## src/rtl/tod_alarm.sv

```systemverilog
module tod_alarm #(
  parameter int ADDR_W = 3
) (
  input  logic              clk,
  input  logic              rst_n,
  input  logic              wr_en,
  input  logic [ADDR_W-1:0] addr,
  input  logic [7:0]        wr_data,
  output logic [7:0]        rd_data,
  input  logic              tick,
  input  logic [7:0]        cal_sec,
  input  logic [7:0]        cal_min,
  input  logic [7:0]        cal_hour,
  input  logic [7:0]        cal_date,
  output logic              irq
);
  localparam logic [ADDR_W-1:0] A_SEC  = ADDR_W'(0);
  localparam logic [ADDR_W-1:0] A_MIN  = ADDR_W'(1);
  localparam logic [ADDR_W-1:0] A_HOUR = ADDR_W'(2);
  localparam logic [ADDR_W-1:0] A_DATE = ADDR_W'(3);
  localparam logic [ADDR_W-1:0] A_CTRL = ADDR_W'(4);

  logic [7:0] al_sec, al_min, al_hour, al_date;
  logic       al_en;

  logic [6:0] val_ms;
  logic [5:0] val_hr;
  logic       ok_ms, ok_hr, ok_dt;

  assign val_ms = {4'b0, wr_data[6:4]} * 7'd10 + {3'b0, wr_data[3:0]};
  assign val_hr = {4'b0, wr_data[5:4]} * 6'd10 + {2'b0, wr_data[3:0]};
  assign ok_ms  = val_ms <= 7'd59;
  assign ok_hr  = val_hr <= 6'd23;
  assign ok_dt  = wr_data[4:0] != 5'd0;

  always_ff @(posedge clk) begin
    if (!rst_n) begin
      al_sec  <= 8'h00;
      al_min  <= 8'h00;
      al_hour <= 8'h00;
      al_date <= 8'h00;
      al_en   <= 1'b0;
    end else if (wr_en) begin
      case (addr)
        A_SEC:   if (ok_ms) al_sec  <= wr_data;
        A_MIN:   if (ok_ms) al_min  <= wr_data;
        A_HOUR:  if (ok_hr) al_hour <= wr_data;
        A_DATE:  if (ok_dt) al_date <= wr_data;
        A_CTRL:  al_en <= wr_data[0];
        default: ;
      endcase
    end
  end

  always_comb begin
    case (addr)
      A_SEC:   rd_data = al_sec;
      A_MIN:   rd_data = al_min;
      A_HOUR:  rd_data = al_hour;
      A_DATE:  rd_data = al_date;
      A_CTRL:  rd_data = {7'b0, al_en};
      default: rd_data = 8'h00;
    endcase
  end

  logic eq_s, eq_m, eq_h, eq_d;
  assign eq_s = al_sec[6:0]  == cal_sec[6:0];
  assign eq_m = al_min[6:0]  == cal_min[6:0];
  assign eq_h = al_hour[5:0] == cal_hour[5:0];
  assign eq_d = al_date[4:0] == cal_date[4:0];

  logic [3:0] masks;
  logic       hit;
  assign masks = {al_date[7], al_hour[7], al_min[7], al_sec[7]};

  always_comb begin
    case (masks)
      4'b0000: hit = eq_d & eq_h & eq_m & eq_s;
      4'b1000: hit = eq_h & eq_m & eq_s;
      4'b1100: hit = eq_m & eq_s;
      4'b1110: hit = eq_s;
      default: hit = 1'b1;
    endcase
  end

  always_ff @(posedge clk) begin
    if (!rst_n) irq <= 1'b0;
    else        irq <= tick & al_en & hit;
  end
endmodule

```

## config.mk

```make
export PLATFORM = sky130hd
export DESIGN_NAME = tod_alarm
export DESIGN_NICKNAME = d
export VERILOG_FILES = /design/src/rtl/tod_alarm.sv
export SDC_FILE = /design/constraint.sdc
export NUM_CORES = 1
export LEC_CHECK = 0
export BUFFER_PORTS_ARGS = -buffer_cell sky130_fd_sc_hd__buf_2
export CAP_MARGIN = 5
export CORE_UTILIZATION = 59
export CTS_BUF_LIST = sky130_fd_sc_hd__clkbuf_2 sky130_fd_sc_hd__clkbuf_4 sky130_fd_sc_hd__clkbuf_8
export CTS_CLUSTER_DIAMETER = 100
export DETAILED_ROUTE_END_ITERATION = 10
export GPL_TIMING_DRIVEN = 0
export PLACE_DENSITY_LB_ADDON = 0.25
export REMOVE_ABC_BUFFERS = 1
export SLEW_MARGIN = 5
export SYNTH_ARGS = -nofsm -noshare
export SYNTH_HDL_FRONTEND = slang
export SYNTH_SLANG_ARGS = --single-unit
```

## constraint.sdc

```tcl
create_clock -name clk -period 5.4 [get_ports clk]
set_input_delay 1.08 -clock clk [delete_from_list [all_inputs] [get_ports clk]]
set_output_delay 1.08 -clock clk [all_outputs]
set_load 0.02 [all_outputs]
```

==> flow_metrics.py <==
metrics = {
    "clock_network": {
        "clk_pin_slew_ns": 0.09,
        "cts_resized": 0,
        "numCtsBuffers": 5,
        "cts_tree": "built",
        "clk_latency_ns": 0.34,
        "clock-root-buffer": "clkbuf_4",
        "cts_sinks": 34,
        "clockBufferDepth": 2,
        "cts-htree-levels": 2,
        "hold_buffers": 0,
        "cts_setup_buffers": 0,
    },
    "sta": {
        "setup_tns_ns": 0,
        "fin_crit_sh_pct": 61.8,
        "rsz0062_at_grt": "false",
        "finalWorstSetupSlack_ns": 2.06,
        "fin_skew_ns": 0.0118,
        "worstMarginPinSlew_ns": 0.757,
        "slew_headroom_pct": 49.5,
        "slew_violations": 0,
        "fmax_ghz": 0.300,
        "finalCriticalPeriod_ns": 3.34,
        "hold_violations": 0,
        "setup_viol": 0,
    },
    "global_routing": {
        "met1_usage_pct": 35.6,
        "grt_pass1_wl_mm": 8.47,
        "met3_usage_pct": 6.62,
        "antenna_found_initial": 0,
        "grt_max_degree": 43,
        "grt_use_total_pct": 28.6,
        "grt_overflow_total": 0,
        "top_usage_layer": "met2",
        "grt_pass1_vias": 1767,
        "use_met2_pct": 49.3,
    },
    "yosys": {
        "yosysUniqueCellTypes": 40,
        "synth-seq-area-share_pct": 31.8,
        "synthesis.area_sq_um": 2140,
        "synth_cells": 219,
        "avgSynthCellArea_sq_um": 9.76,
        "ys_ff_latch": 34,
        "synthArstFlopShare_pct": 0,
        "yosysWarnings": 0,
        "synth_edf_count": 0,
        "synth-main-ff-cell": "dfxtp_1",
    },
    "cells_and_area": {
        "nFillCells": 283,
        "final_cell_mix": "48 x buf_2, 42 x nand2_1, 34 x dfxtp_1",
        "finish.instance_area_sq_um": 2450,
        "area_growth_pct": 14.7,
        "diodes": 0,
        "layout-drive-gt1-share_pct": 26.4,
        "layout_commonest_cell": "buf_2",
        "final_nets": 320,
        "finish.utilization_pct": 71.8,
    },
    "die": {
        "core_sq_um": 3420,
        "start_util_pct": 62.6,
        "die_y_um": 62.2,
        "ios": 56,
        "die_w_um": 62.2,
        "rows": 21,
        "fp.dieArea_sq_um": 3870,
    },
    "setup_path": {
        "cp-start-kind": "input pin",
        "cp-end-kind": "output port",
        "reg2reg_to": "irq",
        "critical_path_arrival_ns": 2.26,
        "critical-path-max-stage-delay_ns": 0.55,
        "critPathMaxFanout": 13,
        "required_ns": 4.32,
        "r2r_start": "al_min[4]",
        "cp_common_cell": "buf_2",
        "worst-r2r-setup-slack_ns": 4.11,
        "rr_worst_depth": 5,
        "crit_start": "addr[0]",
        "cp_slowest_cell": "mux4_2",
        "cp_cell_sequence": "buf_2 -> mux4_2 -> nor2b_1 -> buf_2",
        "cp-endpoint": "rd_data[2]",
        "critPathKind": "in2out",
    },
    "pwr": {
        "ir_worst_vdd_uv": 160,
        "p_per_area_nw_per_um2": 205,
        "total_power_w": 0.000504,
        "p_leak_nw": 0.969,
    },
    "worst_hold_path": {
        "min_path_type": "reg2reg",
        "min-delay-start": "al_hour[6]",
    },
    "route": {
        "routed_via_density": 5.79,
        "drt_iter0_markers": 117,
        "wirelength_mm": 5.15,
        "drtAntennaViolNets": 0,
        "remaining_drc_errors": 0,
        "wl_per_cell_um": 16.5,
        "drtPass1Iterations": 4,
        "num_vias": 1802,
    },
    "status": {
        "status": "complete, no violations",
    },
    "placed_design": {
        "routabilityCongestion": 0.828,
        "hpwlAfterDp_mm": 3.86,
        "placed_area_sq_um": 2400,
        "io_buffers": 48,
        "dp_slack_ns": 2.06,
    },
    "flow_run": {
        "max-cap-violations": 0,
    },
}
layer usage:
metal  vias up  part of all wire, %
li1        867                    -
met2        60                   49
met1       864                   44
met5         -                    0
met3        11                  6.1
met4         0                  1.2
flip-flops by register name (all words and copies together) (netlist names):
signal,cells
al_en,1
irq,1
al_date,8
al_sec,8
al_hour,8
al_min,8
kinds of logic after synthesis:
group,after synthesis,synth area share (%)
and+or+nand+nor,81,19.1
muxes,37,21.4
DFF,34,31.8
xor gates and xnor gates,26,10.6
AOI/OAI and AO/OA,24,10.2
buffers and inverters,9,1.70
adders and majority gates,8,5.03
stage by stage:
step | instances | hold slack, ns
floorplan | 210 | 0.432
global placement | 304 | 0.443
detailed placement | 304 | 0.454
CTS | 311 | 0.467
global route | 311 | 0.510
finish | 311 | 0.464
where the power goes:
group,internal [W],switching [W]
registers,0.000256,0.00000500
logic,0.0000442,0.0000567
clock network,0.0000592,0.0000826
total,0.000359,0.000144
cells in the mapped netlist (2+ instances only):
master     n  area (sq um)
nand2_1   42           158
dfxtp_1   34           681
mux2i_1   30           300
nor2b_1   16           100
xnor2_1   16           140
xor2_1    10          87.6
clkbuf_1   7          26.3
ha_1       7          87.6
mux4_2     7           158
nand3_1    6          30.0
o21ai_0    4          20.0
a21boi_0   3          22.5
nand4_1    3          18.8
a21oi_1    2          10.0
a21oi_4    2          32.5
a22oi_1    2          15.0
buf_2      2          10.0
nand3b_1   2          15.0
nor2_1     2          7.51
nor3_1     2          10.0
layout make-up:
type                    instances  area, sq um  area share [%]
multi-input cells             176         1420            58.0
flip-flops and latches         34          681            27.8
repair buffers                 48          240            9.80
well taps                      46         57.6            2.35
clock buffers                   7         52.6            2.14
worst max-delay path: cells and delay by family:
family,cells,cell delay [ns]
simple gates,1,0.14
mux,1,0.55
buf+inv,2,0.48
worst min-delay path by stage:
stage	endpoint	slack, ns	cells past startpoint
floorplan	al_hour[6]	0.43	2
global placement	al_hour[6]	0.44	2
detailed placement	al_hour[6]	0.45	2
CTS	al_hour[6]	0.47	2
global route	al_hour[6]	0.51	2
finish	al_hour[6]	0.46	2
(Power assumes the default switching activity.)
